--- src/rtl/ccd_tg_pkg.sv ---
package ccd_tg_pkg;

    typedef enum logic [2:0] {
        ST_IDLE,
        ST_SETUP,
        ST_XFER,
        ST_GUARD,
        ST_READ,
        ST_PAD
    } seq_st_e;

    typedef enum logic [1:0] {
        CLS_NONE  = 2'b00,
        CLS_BLACK = 2'b01,
        CLS_INVAL = 2'b10,
        CLS_VALID = 2'b11
    } cell_cls_e;

endpackage

--- src/rtl/ccd_cfg_check.sv ---
module ccd_cfg_check #(
    parameter int CFG_W  = 16,
    parameter int TG_MIN = 25
) (
    input  logic [CFG_W-1:0] tg_width,
    input  logic [CFG_W-1:0] px_half,
    input  logic [CFG_W-1:0] rg_width,
    output logic             cfg_ok
);
    localparam logic [CFG_W-1:0] TG_FLOOR = CFG_W'(TG_MIN);
    localparam logic [CFG_W-1:0] PX_FLOOR = CFG_W'(2);

    logic tg_ok, px_ok, rg_ok;

    always_comb begin
        tg_ok  = (tg_width >= TG_FLOOR);
        px_ok  = (px_half >= PX_FLOOR);
        rg_ok  = (rg_width != '0) && (rg_width < px_half);
        cfg_ok = tg_ok && px_ok && rg_ok;
    end
endmodule

--- src/rtl/ccd_cell_class.sv ---
module ccd_cell_class
    import ccd_tg_pkg::*;
#(
    parameter int IDX_W   = 13,
    parameter int N_BLACK = 18,
    parameter int N_LEAD  = 2,
    parameter int N_VALID = 5150
) (
    input  logic [IDX_W-1:0] idx,
    input  logic             active,
    output cell_cls_e        cls
);
    localparam int          END_BLACK_I = N_BLACK;
    localparam int          END_LEAD_I  = N_BLACK + N_LEAD;
    localparam int          END_VALID_I = N_BLACK + N_LEAD + N_VALID;
    localparam logic [IDX_W-1:0] END_BLACK = IDX_W'(END_BLACK_I);
    localparam logic [IDX_W-1:0] END_LEAD  = IDX_W'(END_LEAD_I);
    localparam logic [IDX_W-1:0] END_VALID = IDX_W'(END_VALID_I);

    always_comb begin
        if (!active)
            cls = CLS_NONE;
        else if (idx < END_BLACK)
            cls = CLS_BLACK;
        else if (idx < END_LEAD)
            cls = CLS_INVAL;
        else if (idx < END_VALID)
            cls = CLS_VALID;
        else
            cls = CLS_INVAL;
    end
endmodule

--- src/rtl/ccd_line_seq.sv ---
module ccd_line_seq
    import ccd_tg_pkg::*;
#(
    parameter int CFG_W   = 16,
    parameter int LINE_W  = 32,
    parameter int IDX_W   = 13,
    parameter int N_CELLS = 5186
) (
    input  logic              clk,
    input  logic              rst,
    input  logic              run,
    input  logic              cfg_ok,
    input  logic [CFG_W-1:0]  setup_gap,
    input  logic [CFG_W-1:0]  tg_width,
    input  logic [CFG_W-1:0]  guard_gap,
    input  logic [CFG_W-1:0]  px_half,
    input  logic [CFG_W-1:0]  rg_width,
    input  logic [LINE_W-1:0] line_period,
    input  cell_cls_e         cls_nxt,
    output logic [IDX_W-1:0]  idx_nxt,
    output logic              read_nxt,
    output logic              tg,
    output logic              ph1,
    output logic              ph2,
    output logic              ph1_last,
    output logic              ph2_last,
    output logic              rg,
    output logic [IDX_W-1:0]  pix_idx,
    output logic [1:0]        pix_cls,
    output logic              sol,
    output logic              line_done,
    output logic              cfg_err
);
    localparam logic [IDX_W-1:0] LAST_CELL = IDX_W'(N_CELLS - 1);
    localparam logic [LINE_W-1:0] LT_MAX   = {LINE_W{1'b1}};

    typedef struct packed {
        seq_st_e           st;
        logic [CFG_W-1:0]  cnt;
        logic [CFG_W-1:0]  sub;
        logic [IDX_W-1:0]  pix;
        logic [LINE_W-1:0] lt;
        logic              tg;
        logic              ph1;
        logic              ph2;
        logic              ph1l;
        logic              ph2l;
        logic              rg;
        logic              sol;
        logic              done;
        logic              err;
        cell_cls_e         cls;
    } seq_t;

    seq_t q, d;

    logic [CFG_W:0]  cnt_inc;
    logic [CFG_W:0]  sub_inc;
    logic [LINE_W:0] lt_inc;
    logic            start_ok;

    always_comb begin
        cnt_inc  = {1'b0, q.cnt} + (CFG_W+1)'(1);
        sub_inc  = {1'b0, q.sub} + (CFG_W+1)'(1);
        lt_inc   = {1'b0, q.lt} + (LINE_W+1)'(1);
        start_ok = run && cfg_ok;

        d      = q;
        d.sol  = 1'b0;
        d.done = 1'b0;
        d.err  = !cfg_ok;
        if (q.lt != LT_MAX)
            d.lt = lt_inc[LINE_W-1:0];

        unique case (q.st)
            ST_IDLE: begin
                if (start_ok) begin
                    d.st  = ST_SETUP;
                    d.cnt = '0;
                    d.lt  = '0;
                    d.sol = 1'b1;
                end
            end
            ST_SETUP: begin
                if (q.cnt >= setup_gap) begin
                    d.st  = ST_XFER;
                    d.cnt = '0;
                end else begin
                    d.cnt = cnt_inc[CFG_W-1:0];
                end
            end
            ST_XFER: begin
                if (cnt_inc >= {1'b0, tg_width}) begin
                    d.st  = ST_GUARD;
                    d.cnt = '0;
                end else begin
                    d.cnt = cnt_inc[CFG_W-1:0];
                end
            end
            ST_GUARD: begin
                if (q.cnt >= guard_gap) begin
                    d.st  = ST_READ;
                    d.cnt = '0;
                    d.sub = '0;
                    d.pix = '0;
                end else begin
                    d.cnt = cnt_inc[CFG_W-1:0];
                end
            end
            ST_READ: begin
                if (sub_inc >= {1'b0, px_half}) begin
                    d.sub = '0;
                    if (q.pix == LAST_CELL) begin
                        d.st   = ST_PAD;
                        d.pix  = '0;
                        d.done = 1'b1;
                    end else begin
                        d.pix = q.pix + IDX_W'(1);
                    end
                end else begin
                    d.sub = sub_inc[CFG_W-1:0];
                end
            end
            ST_PAD: begin
                if (lt_inc >= {1'b0, line_period}) begin
                    if (start_ok) begin
                        d.st  = ST_SETUP;
                        d.cnt = '0;
                        d.lt  = '0;
                        d.sol = 1'b1;
                    end else begin
                        d.st = ST_IDLE;
                    end
                end
            end
            default: d.st = ST_IDLE;
        endcase

        read_nxt = (d.st == ST_READ);
        idx_nxt  = d.pix;
        d.tg     = (d.st == ST_XFER);
        d.ph1    = read_nxt ? d.pix[0] : 1'b1;
        d.ph2    = read_nxt ? ~d.pix[0] : 1'b0;
        d.ph1l   = read_nxt ? d.pix[0] : 1'b1;
        d.ph2l   = read_nxt ? ~d.pix[0] : 1'b0;
        d.rg     = read_nxt && (d.sub < rg_width);
        d.cls    = cls_nxt;
    end

    always_ff @(posedge clk) begin
        if (rst) begin
            q      <= '0;
            q.st   <= ST_IDLE;
            q.ph1  <= 1'b1;
            q.ph1l <= 1'b1;
            q.cls  <= CLS_NONE;
        end else begin
            q <= d;
        end
    end

    assign tg        = q.tg;
    assign ph1       = q.ph1;
    assign ph2       = q.ph2;
    assign ph1_last  = q.ph1l;
    assign ph2_last  = q.ph2l;
    assign rg        = q.rg;
    assign pix_idx   = q.pix;
    assign pix_cls   = q.cls;
    assign sol       = q.sol;
    assign line_done = q.done;
    assign cfg_err   = q.err;
endmodule

--- src/rtl/ccd_line_timer.sv ---
module ccd_line_timer
    import ccd_tg_pkg::*;
#(
    parameter int CFG_W   = 16,
    parameter int LINE_W  = 32,
    parameter int TG_MIN  = 25,
    parameter int N_BLACK = 18,
    parameter int N_LEAD  = 2,
    parameter int N_VALID = 5150,
    parameter int N_CELLS = 5186,
    parameter int IDX_W   = $clog2(N_CELLS)
) (
    input  logic              clk,
    input  logic              rst,
    input  logic              run,
    input  logic [CFG_W-1:0]  setup_gap,
    input  logic [CFG_W-1:0]  tg_width,
    input  logic [CFG_W-1:0]  guard_gap,
    input  logic [CFG_W-1:0]  px_half,
    input  logic [CFG_W-1:0]  rg_width,
    input  logic [LINE_W-1:0] line_period,
    output logic              tg,
    output logic              ph1,
    output logic              ph2,
    output logic              ph1_last,
    output logic              ph2_last,
    output logic              rg,
    output logic [IDX_W-1:0]  pix_idx,
    output logic [1:0]        pix_cls,
    output logic              sol,
    output logic              line_done,
    output logic              cfg_err
);
    logic             cfg_ok;
    logic [IDX_W-1:0] idx_nxt;
    logic             read_nxt;
    cell_cls_e        cls_nxt;

    ccd_cfg_check #(.CFG_W(CFG_W), .TG_MIN(TG_MIN)) u_cfg (
        .tg_width (tg_width),
        .px_half  (px_half),
        .rg_width (rg_width),
        .cfg_ok   (cfg_ok)
    );

    ccd_cell_class #(
        .IDX_W(IDX_W), .N_BLACK(N_BLACK), .N_LEAD(N_LEAD), .N_VALID(N_VALID)
    ) u_cls (
        .idx    (idx_nxt),
        .active (read_nxt),
        .cls    (cls_nxt)
    );

    ccd_line_seq #(
        .CFG_W(CFG_W), .LINE_W(LINE_W), .IDX_W(IDX_W), .N_CELLS(N_CELLS)
    ) u_seq (
        .clk         (clk),
        .rst         (rst),
        .run         (run),
        .cfg_ok      (cfg_ok),
        .setup_gap   (setup_gap),
        .tg_width    (tg_width),
        .guard_gap   (guard_gap),
        .px_half     (px_half),
        .rg_width    (rg_width),
        .line_period (line_period),
        .cls_nxt     (cls_nxt),
        .idx_nxt     (idx_nxt),
        .read_nxt    (read_nxt),
        .tg          (tg),
        .ph1         (ph1),
        .ph2         (ph2),
        .ph1_last    (ph1_last),
        .ph2_last    (ph2_last),
        .rg          (rg),
        .pix_idx     (pix_idx),
        .pix_cls     (pix_cls),
        .sol         (sol),
        .line_done   (line_done),
        .cfg_err     (cfg_err)
    );
endmodule

--- config.mk ---
export PLATFORM = sky130hd
export DESIGN_NAME = ccd_line_timer
export DESIGN_NICKNAME = d
export VERILOG_FILES = /design/src/rtl/ccd_tg_pkg.sv /design/src/rtl/ccd_cfg_check.sv /design/src/rtl/ccd_cell_class.sv /design/src/rtl/ccd_line_seq.sv /design/src/rtl/ccd_line_timer.sv
export SDC_FILE = /design/constraint.sdc
export NUM_CORES = 1
export LEC_CHECK = 0
export CORE_MARGIN = 2
export CORE_UTILIZATION = 35
export CTS_BUF_LIST = sky130_fd_sc_hd__clkbuf_16
export CTS_CLUSTER_SIZE = 24
export DETAILED_ROUTE_END_ITERATION = 16
export DONT_BUFFER_PORTS = 1
export HOLD_SLACK_MARGIN = 0.05
export PLACE_DENSITY_LB_ADDON = 0.08
export RECOVER_POWER = 100
export SLEW_MARGIN = 30
export SYNTH_ARGS = -nofsm -noshare
export SYNTH_HDL_FRONTEND = slang
export SYNTH_SLANG_ARGS = --single-unit
--- constraint.sdc ---
create_clock -name clk -period 6.1 [get_ports clk]
set_input_delay 0.915 -clock clk [delete_from_list [all_inputs] [get_ports clk]]
set_output_delay 0.915 -clock clk [all_outputs]
set_load 0.05 [all_outputs]
Word level (Yosys, flattened, before mapping)
Index checks and enable logic that the tools add are counted.
{"block": "totals", "register_bits": 89, "latchBits": 0, "ramBits": 0, "mem_bits_ro": 0, "elab_cells": 89, "memories": 0}
{"block": "op_classes", "n_addsub": 4, "multipliers": 0, "n_div": 0, "n_lt_le_gt_ge": 12, "n_eq_ne": 12, "shifts": 0, "muxes": 30, "n_bitwise": 4, "n_reduce_logical": 13}
{"cell": "$mux 32", "n": 3}
{"cell": "$mux 16", "n": 5}
{"cell": "$pmux 16 s5", "n": 1}
{"cell": "$pmux 32 s2", "n": 1}
{"cell": "$pmux 29 s2", "n": 1}
{"cell": "$mux 19", "n": 2}
{"cell": "$add 16x1->17 const B", "n": 2}
{"cell": "$ge 17x16->1", "n": 2}
{"cell": "$add 32x1->33 const B", "n": 1}
{"cell": "$ge 33x32->1", "n": 1}
{"cell": "$ge 16x16->1", "n": 2}
{"cell": "$lt 16x16->1", "n": 2}
{"cell": "$ne 32x32->1 const B", "n": 1}
{"cell": "$mux 29", "n": 1}
{"cell": "$lt 13x5->1 const B", "n": 2}
{"cell": "$mux 13", "n": 2}
{"cell": "$pmux 3 s6", "n": 1}
{"cell": "$ge 16x2->1 const B", "n": 1}
{"cell": "$ge 16x5->1 const B", "n": 1}
{"cell": "$reduce_bool 16->1", "n": 1}
{"cell": "$mux 3", "n": 5}
{"cell": "$add 13x1->13 const B", "n": 1}
{"cell": "$eq 13x13->1 const B", "n": 1}
{"cell": "$lt 13x13->1 const B", "n": 1}
{"cell": "other kinds (14)", "n": 34}

Depth between registers and ports, before layout
Gate-level depths: netlist (run 1).
{"block": "logic_depth", "ltp_word": 10, "ltp_mapped": 27}

Cells and area by module
From an unflattened synthesis (run 1), not the netlist that was laid out.
{"block": "unflattened", "hier_cells": 1115, "hier_area_um2": 8496.9}
{"mod": "ccd_line_seq", "n_inst": 1, "cells_each": 1034, "area_each_um2": 7918.8, "seq_area_each_um2": 1781.7}
{"mod": "ccd_cfg_check", "n_inst": 1, "cells_each": 66, "area_each_um2": 485.5, "seq_area_each_um2": 0.0}
{"mod": "ccd_cell_class", "n_inst": 1, "cells_each": 15, "area_each_um2": 92.6, "seq_area_each_um2": 0.0}

Worst setup path before layout (run 1)
OpenSTA, ideal clock, no wires.
{"block": "synth_timing", "kind": "reg-to-reg", "startpoint": "register u_seq.q[56] in the netlist's numbering", "endpoint": "register u_seq.q, in the netlist u_seq.rg", "arrival_ps": 4294, "required_time_ps": 6039, "path_slack_ps": 1745, "stages_incl_launch_ff": 27, "synth_period_minus_slack_ps": 4355, "cell_sequence": "dfxtp_1 -> and3_1 -> nand3_1 -> nor2_1 -> and3_1 -> clkbuf_1 -> nand3_1 -> xor2_1 -> inv_1 -> ha_1 -> nand3_1 -> nor4_1 -> o21ai_0 -> nand3_1 -> clkbuf_1 -> clkbuf_1 -> o21ai_0 -> ha_1 -> a21o_1 -> a21oi_1 -> nor2b_1 -> o21ai_0 -> nand2b_1 -> a21oi_1 -> nor2b_1 -> o21ai_0 -> and4b_1"}
{"element": "from (decl)", "line": "ccd_line_seq.sv:55", "source": "seq_t q, d;"}

Final worst setup path (run 1)
{"block": "layout_timing", "startpoint": "register u_seq.q[11] in the netlist's numbering", "endpoint": "register u_seq.q[78] in the netlist's numbering"}
{"block": "layout_between", "elab_chain_len": 4}
{"element": "$add 32x1->33", "line": "ccd_line_seq.sv:65", "source": "lt_inc = {1'b0, q.lt} + (LINE_W+1)'(1);"}
{"element": "$ge 33x32->1", "line": "ccd_line_seq.sv:125", "source": "if (lt_inc >= {1'b0, line_period}) begin"}
{"element": "$ne 2x1->1 (no source line)"}
{"element": "$reduce_and 4->1 (no source line)"}
No other way between the ends.
A chain may end at the register's enable or synchronous reset.

==> results of run 1 <==
per-layer routing:
metal	GRT usage (%)	up-vias
met1	24.7	3212
met4	4.46	0
met2	31.3	152
li1	-	3631
met3	3.93	17
met5	0	-
cells by family (layout without fill, tap and decap cells):
logic type                 after synthesis  after routing  synth area share [%]
xor gates and xnor gates                54             54                  5.80
DFF                                     89             89                  21.8
adders and majority gates              131            131                  20.1
muxes                                    1              1                 0.123
buffers and inverters                  171            147                  8.96
AOI/OAI and AO/OA                      220            220                  19.2
and+or+nand+nor                        376            376                  24.0
cell usage in the layout, fill, tap and decap left out, types with 4 or more instances in the layout:
master and instances:
ha_1 131, inv_1 127, dfxtp_1 89, nor2_1 85, nand2_1 55, a21oi_1 47, nand3_1 46, o21ai_0 46
nor3_1 43, xnor2_1 36, nand4_1 34, a21o_1 31, and3_1 21, xor2_1 18, nand2b_1 18, nor4_1 16
o21a_1 15, and2_0 13, o31ai_1 11, a211oi_1 10, a22o_1 10, clkbuf_16 9, nor2b_1 8, a31oi_1 6
and4_1 5, and2_1 5, or4_1 4, or3_1 4, o211ai_1 4
power by group:
group          internal [uW]  total, uW  leakage (uW)  switching, uW
Sequential               585        595      0.000718           9.80
Clock                    288        569      0.000142            281
Combinational           59.6        144       0.00332           84.2
Total                    933       1310       0.00418            375
final timing paths:
path | cells after the start | startpoint | end | slack (ns)
max | 16 | u_seq.q[11]$_SDFF_PP0_ | u_seq.q[78]$_SDFFE_PP0P_ | 0.82
min | 1 | u_seq.q[87]$_SDFFE_PP0P_ | u_seq.q[87]$_SDFFE_PP0P_ | 0.56
max reg2reg | 16 | u_seq.q[11]$_SDFF_PP0_ | u_seq.q[78]$_SDFFE_PP0P_ | 0.82
min reg2reg | 1 | u_seq.q[87]$_SDFFE_PP0P_ | u_seq.q[87]$_SDFFE_PP0P_ | 0.56
final cells by class:
| class | instances | area, sq um | area share, % |
|---|---|---|---|
| Tap cell | 313 | 392 | 4.57 |
| Inverter | 127 | 477 | 5.56 |
| Multi-Input combinational cell | 782 | 5600 | 65.3 |
| Clock buffer | 9 | 225 | 2.63 |
| Clock inverter | 7 | 70.1 | 0.818 |
| Sequential cell | 89 | 1780 | 20.8 |
| Timing Repair Buffer | 4 | 26.3 | 0.307 |
sequential cells by signal, indices dropped and copies added, names as in the netlist:
register	flops
u_seq.pix_cls	2
u_seq.pix_idx	13
u_seq.tg	1
u_seq.ph2	1
u_seq.q	67
u_seq.ph1	1
u_seq.line_done	1
u_seq.rg	1
u_seq.cfg_err	1
u_seq.sol	1
worst max-delay path: stages, from the launching register on:
cell       delay [ns]
dfxtp_1          0.43
ha_1             0.24
nand4_1          0.17
nor2_1           0.32
and3_1           0.42
nand3_1          0.14
xnor2_1          0.21
ha_1             0.29
a21o_1           0.18
a21o_1           0.17
a21o_1           0.16
a2111oi_0        0.48
o21ai_0          0.20
o31a_1           0.35
o31ai_1          0.58
o31a_1           0.64
a221o_1          0.24
per-stage QoR:
step	util [%]	std cells	hold WS, ns	worst slack, ns
2_1_floorplan	-	1042	0.494	1.75
3_3_place_gp	36.5	1315	0.547	1.21
3_5_place_dp	36.5	1315	0.554	1.22
4_1_cts	37.8	1331	0.572	1.16
5_1_grt	37.6	1331	0.600	0.366
6_report	37.6	1331	0.564	0.824
==> key figures, run 1 <==
Global routing
  • Total gr overflow: 0
  • Initial antenna violation count: 0
  • Largest net degree at the start of global routing: 49
  • Vias in the first global route: around 6800
  • First-pass GRT wire length: about 36 mm
  • GRT Util Overall: between 10% and 20%

Route
  • Via count: 7012
  • DRT iter0 DRCs: 330
  • Via density: around 5.3
  • WL/cell: 17.1 microns
  • Met2 WL: 10.3 mm
  • DRC Markers: 0
  • Routed WL: 22.7 mm
  • Wl on met1: approximately 11 mm
  • DR top layer: met4
  • Metal3 WL: 1.03 mm
  • DRT Pass-1 Iters: 5
  • Routed Antenna Nets: 0

Synth
  • Ys async rst share: 0%
  • Top cells by count, synth: 131 x ha_1, 127 x inv_1, 89 x dfxtp_1, 85 x nor2_1, 55 x nand2_1
  • Syn Area/Cell: between 7 and 8 sq um
  • Warnings from Yosys: 0
  • Count leader, synth: ha_1
  • Synthesized instance count: 1042
  • Ys flop type: dfxtp_1
  • Flops & latches, synth: 89
  • Top cell type's share of synthesized area: between 20% and 30%
  • Seq/Total Area, Yosys: between 20% and 30%
  • EDFF count, synth: 0
  • Mapped Area: 8160 sq um
  • Area leader, netlist: dfxtp_1
  • Syn_nets: about 1300
  • Top cells by area, synth: dfxtp_1 22%, ha_1 20%, inv_1 5.8%
  • Synth unique cells: 75

Floorplan
  • # rows: 55
  • Die height: 157 microns
  • IO Count: 139
  • Die area: 24500 sq um
  • Initial Utilization: a little over a third
  • DIE WIDTH: 157 microns
  • Core area: 22800 sq um

Power and ir drop
  • Pwr Density: 153 nW/um^2
  • Maximum vdd drop: 110 uV
  • Design Power: between 1000 and 1500 uW
  • Leakage power total: approximately 0.0042 uW

Clocking
  • Setup Fix Bufs, Post-CTS: 0
  • Skew-Pair Late Insertion Delay: 0.36 ns
  • Total clock sinks: 89
  • Max Root-Sink Buffers: 2
  • TritonCTS buffer count: 9
  • CTS tree: built
  • CTS clk-pin slew, worst paths: 0.07 ns
  • Hold-fix buffers at CTS: 0
  • Root buf cell: clkbuf_16
  • Post_cts resized: 0
  • Maximum level of the CTS H-tree: 3

Cells and area
  • FILL cells: 2428
  • Ant diodes: 0
  • Final nets: 1259
  • Layout cells sized above 1: 3.34%
  • Area growth from synthesis to layout: 5.08%
  • Cell area after layout: 8570 sq um

Timing
  • Setup_tns: 0 ns
  • Pins Over Slew Limit: 0
  • Final period demand of the worst path: around 5.3 ns
  • Relative slew slack: 19.5%
  • Final Hold Violating Endpoints: 0
  • Max Freq: 190 MHz
  • Skew final: around 0.013 ns
  • Final setup fails: 0
  • RSZ-0062 raised after global routing: no
  • Worst slew pin tran: about 1.2 ns
  • Fin crit share: between 80% and 90%

Run
  • Max-Cap Viols: 0

Setup path
  • Crit path launch type: flip-flop
  • Crit end category: flip-flop
  • Required @ worst endpoint: 6.40 ns
  • Worst-path maximum fanout: 15
  • Critical path class: reg2reg
  • Worst Path Arrival: 5.58 ns

Place
  • DP HPWL: 18.4 mm
  • I/O Buffers: 0
  • Post-placement cell area: 8320 sq um
  • Placer congestion estimate: 0.802

Outcome
  • Status: finished clean

Worst hold path
  • Worst Hold Class: reg2reg
Note: power is estimated with default switching activity, not from simulation.
==> run 2, diff against run 1 <==
- CORE_MARGIN: 2 -> 4
- SYNTH_HIERARCHICAL: default -> 1
==> key figures, run 2 <==
Timing
  • Final Hold Violating Endpoints: 0 (unchanged)
  • Skew final: 0.0116 ns (-0.00156 ns)
  • Final setup fails: 0 (unchanged)
  • Final period demand of the worst path: 5.47 ns (+0.198 ns)
  • Fin crit share: 89.7% (+3.3 points)
  • Setup_tns: 0 ns (unchanged)
  • Worst slew pin tran: 1.40 ns (+0.207 ns)
  • Relative slew slack: 5.06% (-14 points)
  • RSZ-0062 raised after global routing: no
  • Pins Over Slew Limit: 0 (unchanged)
  • Max Freq: 183 MHz (-3.6%)

Global routing
  • Largest net degree at the start of global routing: 33 (-33%)
  • Vias in the first global route: 7071 (+3.9%)
  • Total gr overflow: 0 (unchanged)
  • Initial antenna violation count: 0 (unchanged)
  • First-pass GRT wire length: 37.2 mm (+4.1%)
  • GRT Util Overall: 17.3% (-1.4 points)

Power and ir drop
  • Maximum vdd drop: 121 uV (+11%)
  • Leakage power total: 0.00434 uW (+3.8%)
  • Pwr Density: 144 nW/um^2 (-5.3%)

Synth
  • Syn_nets: 1360 (+5.6%)
  • Mapped Area: 8490 sq um (+4.1%)
  • Syn Area/Cell: 7.62 sq um (-2.6%)
  • Warnings from Yosys: 6 (+6)
  • Synthesized instance count: 1114 (+6.9%)

Clocking
  • Max Root-Sink Buffers: 2 (unchanged)
  • CTS clk-pin slew, worst paths: 0.06 ns (about the same)
  • Skew-Pair Late Insertion Delay: 0.35 ns (about the same)
  • Total clock sinks: 89 (unchanged)
  • CTS tree: built
  • Root buf cell: clkbuf_16
  • TritonCTS buffer count: 9 (unchanged)
  • Hold-fix buffers at CTS: 0 (unchanged)
  • Maximum level of the CTS H-tree: 3 (unchanged)

Route
  • Met2 WL: 10.3 mm (about the same)
  • WL/cell: 16.8 microns (-1.3%)
  • Metal3 WL: 1.16 mm (+12%)
  • DRT Pass-1 Iters: 4 (-1)
  • Routed Antenna Nets: 0 (unchanged)
  • DRT iter0 DRCs: 286 (-13%)
  • DR top layer: met4
  • DRC Markers: 0 (unchanged)
  • Wl on met1: 11.9 mm (+7.0%)
  • Via density: 5.20 (-1.3%)
  • Routed WL: 23.5 mm (+3.6%)
  • Via count: 7267 (+3.6%)

Floorplan
  • Initial Utilization: 35.8% (+0.038 points)
  • Core area: 23700 sq um (+4.0%)
  • # rows: 56 (+1.8%)
  • Die height: 164 microns (+4.5%)
  • DIE WIDTH: 164 microns (+4.5%)
  • IO Count: 139 (unchanged)
  • Die area: 26800 sq um (+9.2%)

Place
  • I/O Buffers: 0 (unchanged)
  • Inst Count DP: 1382 (+5.1%)
  • Post-placement cell area: 8590 sq um (+3.2%)
  • DP HPWL: 19.0 mm (+3.4%)
  • Placer congestion estimate: 0.812 (+1.2%)

Setup path
  • Critical path's largest stage delay: 1.18 ns (+0.54 ns)
  • Reg2Reg Depth: 20 (+4)
  • R2R Path Start: u_seq/q[11]$_SDFF_PP0_
  • Critical Path Slowest Stage Cell: nor4b_1
  • Crit path launch type: flip-flop
  • Worst Path Arrival: 5.75 ns (+0.17 ns)
  • Required @ worst endpoint: 6.37 ns (-0.03 ns)
  • Reg-to-reg critical path endpoint: u_seq/pix_cls[0]$_SDFF_PP0_
  • Worst path cell trace: ha_1 > nand2_1 > nor2_1 > nand2_1 > nor3_1 > buf_4 > and3_1 > xor2_1 > ha_1 > nand2_1 > nor2_1 > a211oi_1 > o21ai_0 > nor4b_1 > a2bb2oi_2 > nand4_2 > nor2_1 > o21ai_0 > a211oi_1 > nor2b_1
  • FF-to-FF setup slack: 0.63 ns (-0.20 ns)
  • Critical path class: reg2reg
  • Worst-path maximum fanout: 14 (-1)
  • Crit end category: flip-flop

Cells and area
  • Ant diodes: 0 (unchanged)
  • Max reg flops: 67 (unchanged)
  • Biggest register: u_seq/q
  • Most frequent cells in the layout: 168 x inv_1, 131 x ha_1, 92 x nand2_1
  • Layout cells sized above 1: 4.91% (+1.6 points)
  • FILL cells: 2529 (+4.2%)
  • Final nets: 1320 (+4.8%)
  • Post-Layout Cell Count: 1398 (+5.0%)
  • Most common cell after layout, fill and taps aside: inv_1
  • Area growth from synthesis to layout: 3.83%
  • Final core utilization: 37.2% (-0.41 points)
  • Cell area after layout: 8810 sq um (+2.8%)

Run
  • Max-Cap Viols: 0 (unchanged)

Outcome
  • Status: finished clean

Worst hold path
  • Min-delay src: u_seq/q[42]$_SDFF_PP0_
  • WHS Path Cells: 2 (+1)
  • Hold Path End: u_seq/q[41]$_SDFF_PP0_
  • Worst Hold Class: reg2reg
-- run 2: through the flow --
stage / power (uW) / hold slack [ns] / setup WS [ns]
floorplan: 722 / 0.482 / 1.40
global placement: 760 / 0.524 / 0.716
detailed placement: 759 / 0.520 / 0.557
CTS: 1300 / 0.529 / 0.517
global route: 1340 / 0.558 / 0.0686
finish: 1270 / 0.532 / 0.626
-- run 2: critical path: cells and delay by family (launching register included) --
kind / cells / cell delay, ns
compound gates: 5 / 0.84
simple gates: 11 / 3.09
xor+xnor: 1 / 0.24
buf+inv: 1 / 0.24
fa+ha+maj: 2 / 0.56
flops: 1 / 0.44
-- run 2: layout make-up --
type	count	area (sq um)	area share (%)
inverters	169	634	7.20
clock inverters	7	43.8	0.497
repair buffers	6	38.8	0.440
clock buffers	9	225	2.56
flip-flops and latches	89	1780	20.2
multi-input cells	799	5690	64.6
well taps	319	399	4.53
-- run 2: worst max path at each step --
| stage | slack [ns] | depth (start not counted) | startpoint | endpoint |
|---|---|---|---|---|
| after global routing | 0.07 | 20 | u_seq/q[11]$_SDFF_PP0_ | u_seq/pix_cls[0]$_SDFF_PP0_ |
| final | 0.63 | 20 | u_seq/q[11]$_SDFF_PP0_ | u_seq/pix_cls[0]$_SDFF_PP0_ |
| after detailed placement | 0.56 | 23 | u_seq/q[56]$_SDFF_PP0_ | u_seq/rg$_SDFF_PP0_ |
| after CTS | 0.52 | 23 | u_seq/q[56]$_SDFF_PP0_ | u_seq/rg$_SDFF_PP0_ |
| after floorplan | 1.40 | 24 | u_seq/q[56]$_SDFF_PP0_ | u_seq/rg$_SDFF_PP0_ |
| after global placement | 0.72 | 23 | u_seq/q[56]$_SDFF_PP0_ | u_seq/rg$_SDFF_PP0_ |
-- run 2: where the power goes --
part | switching [uW] | internal, uW | total [uW]
Clock | 254 | 276 | 530
Combinational | 90.4 | 57.5 | 148
Sequential | 10.3 | 585 | 596
-- run 2: timing repair --
| action | 4_1_cts | 5_1_grt |
|---|---|---|
| endpoints found under the hold margin | 0 | 0 |
| setup endpoints to repair | 0 | 1 |
| setup buffers | 0 | 0 |
| gates resized for setup | 0 | 1 |
-- run 2: per-layer routing --
layer  track usage, %  up-vias
met4             2.94        0
met2             27.7      163
met1             24.1     3275
met3             4.14       12
met5                0        -
li1                 -     3817
==> run 3, diff against run 2 <==
- ABC_AREA: default -> 1
==> key figures, run 3 <==
Clocking
  • CTS tree: built
  • Maximum level of the CTS H-tree: 3 (unchanged)
  • Max Root-Sink Buffers: 2 (unchanged)
  • Post_cts resized: 0 (unchanged)
  • Setup Fix Bufs, Post-CTS: 0 (unchanged)
  • TritonCTS buffer count: 9 (unchanged)
  • Total clock sinks: 89 (unchanged)
  • Skew-Pair Late Insertion Delay: 0.35 ns (about the same)
  • Hold-fix buffers at CTS: 0 (unchanged)
  • Root buf cell: clkbuf_16
  • CTS clk-pin slew, worst paths: 0.07 ns (about the same)

Global routing
  • Initial antenna violation count: 0 (unchanged)
  • Largest net degree at the start of global routing: 51 (+55%)
  • Vias in the first global route: 7479 (+5.8%)
  • Total gr overflow: 0 (unchanged)
  • GRT Util Overall: 16.4% (-0.97 points)
  • First-pass GRT wire length: 37.6 mm (+1.0%)

Timing
  • Min Hold Slack: 0.493 ns (-0.0396 ns)
  • Final period demand of the worst path: 4.80 ns (-0.670 ns)
  • Final setup fails: 0 (unchanged)
  • Worst slew pin tran: 1.40 ns (-0.00825 ns)
  • Fin crit share: 78.8% (-11 points)
  • Skew final: 0.0104 ns (-0.00129 ns)
  • Final Hold Violating Endpoints: 0 (unchanged)
  • Max Freq: 208 MHz (+14%)
  • Setup_tns: 0 ns (unchanged)
  • RSZ-0062 raised after global routing: no
  • Pins Over Slew Limit: 0 (unchanged)
  • Relative slew slack: 6.52% (+1.5 points)

Floorplan
  • DIE WIDTH: 167 microns (+1.9%)
  • Die height: 167 microns (+1.9%)
  • Core area: 24500 sq um (+3.6%)
  • Initial Utilization: 36.0% (+0.12 points)
  • IO Count: 139 (unchanged)
  • Die area: 27800 sq um (+3.7%)
  • # rows: 57 (+1.8%)

Power and ir drop
  • Pwr Density: 139 nW/um^2 (-3.9%)
  • Maximum vdd drop: 117 uV (-3.3%)
  • Leakage power total: 0.00477 uW (+9.9%)

Synth
  • Warnings from Yosys: 6 (unchanged)
  • Syn_nets: 1590 (+17%)
  • Syn Area/Cell: 6.57 sq um (-14%)
  • Mapped Area: 8820 sq um (+3.9%)
  • Synthesized instance count: 1344 (+21%)

Setup path
  • Worst path cell trace: nand3_1 > nor2_1 > nand4_1 > nand3b_1 > nor2_1 > nand3_1 > nor2_1 > xor2_1 > ha_1 > inv_1 > nor2_1 > a21oi_1 > nand4_1 > nor2_1 > clkbuf_1 > nand2_1 > nand2_1 > ha_1 > a21oi_1 > nor2_1 > a211oi_1 > o221a_2 > nand3_1 > a21oi_2
  • Worst Path Arrival: 5.09 ns (-0.66 ns)
  • Worst path most repeated cell: nor2_1
  • Critical Path Slowest Stage Cell: clkbuf_1
  • Crit end category: flip-flop
  • Crit path launch type: flip-flop
  • Critical path's largest stage delay: 0.69 ns (-0.49 ns)
  • Top Family by Delay on Critical Path: simple AND/OR/NAND/NOR gates
  • Critical path class: reg2reg
  • Worst-path maximum fanout: 17 (+3)
  • Worst Path Buf+Inv: 2 (+1)
  • Required @ worst endpoint: 6.38 ns (about the same)

Route
  • Routed Antenna Nets: 0 (unchanged)
  • DRT iter0 DRCs: 316 (+10%)
  • DRT Pass-1 Iters: 4 (unchanged)
  • Routed WL: 23.0 mm (-2.1%)
  • Via density: 4.65 (-11%)
  • WL/cell: 14.0 microns (-17%)
  • DRC Markers: 0 (unchanged)
  • Via count: 7631 (+5.0%)

Place
  • DP HPWL: 18.9 mm (-0.74%)
  • Post-placement cell area: 8960 sq um (+4.3%)
  • I/O Buffers: 0 (unchanged)
  • Placer congestion estimate: 0.791 (-2.6%)

Cells and area
  • Cell area after layout: 9140 sq um (+3.7%)
  • Layout cells sized above 1: 4.78% (-0.13 points)
  • Most frequent cells in the layout: 311 x nand2_1, 254 x inv_1, 141 x nor2_1
  • Multi-input logic area: 5700 sq um (+0.18%)
  • Ant diodes: 0 (unchanged)
  • Area growth from synthesis to layout: 3.60%
  • Most common cell after layout, fill and taps aside: nand2_1
  • Final nets: 1558 (+18%)
  • Register area: 1780 sq um (unchanged)
  • Biggest register: u_seq/q
  • FILL cells: 2730 (+7.9%)
  • Max reg flops: 67 (unchanged)

Worst hold path
  • Worst Hold Class: reg2reg

Outcome
  • Status: finished clean

Run
  • Max-Cap Viols: 0 (unchanged)
## run 3: worst register-to-register path: cells and delay by family, from the launching register on
kind | cells | cell delay [ns]
xor+xnor | 1 | 0.20
simple gates | 14 | 2.05
buf+inv | 2 | 0.77
fa+ha+maj | 2 | 0.50
flops | 1 | 0.41
compound gates | 5 | 0.83
## run 3: through the flow
stage / power (uW) / util (%) / instances / setup WS (ns)
detailed placement: 763 / 36.5 / 1625 / 1.80
finish: 1270 / 37.3 / 1641 / 1.30
global route: 1350 / 37.3 / 1641 / 0.699
CTS: 1300 / 37.6 / 1641 / 1.77
global placement: 763 / 36.5 / 1625 / 1.78
floorplan: 732 / - / 1344 / 2.29
## run 3: metal layers
layer / vias to the layer above / global-route usage (%) / routed length, microns
met4: 0 / 2.92 / 211
met3: 10 / 3.93 / 1160
li1: 4180 / - / -
met5: - / 0 / 0
met1: 3314 / 22.1 / 11400
met2: 127 / 26.9 / 10300
## run 3: final timing paths
kind / depth (start not counted) / slack [ns] / to / start
setup / recovery: 24 / 1.30 / u_seq/rg$_SDFF_PP0_ / u_seq/q[56]$_SDFF_PP0_
setup reg to reg: 24 / 1.30 / u_seq/rg$_SDFF_PP0_ / u_seq/q[56]$_SDFF_PP0_
hold / removal: 2 / 0.49 / u_seq/q[12]$_SDFF_PP0_ / u_seq/q[12]$_SDFF_PP0_
hold reg to reg: 2 / 0.49 / u_seq/q[12]$_SDFF_PP0_ / u_seq/q[12]$_SDFF_PP0_
## run 3: area by class of cell
type | count | area share, %
Sequential cell | 89 | 19.5
Multi-Input combinational cell | 952 | 62.4
Timing Repair Buffer | 3 | 0.178
Tap cell | 324 | 4.43
Inverter | 257 | 10.6
Clock inverter | 7 | 0.506
Clock buffer | 9 | 2.46
## run 3: power breakdown
part	internal, uW	total, uW	switching (uW)
clock	276	525	250
sequential	585	594	8.33
combinational	54.3	150	95.6
total	916	1270	353
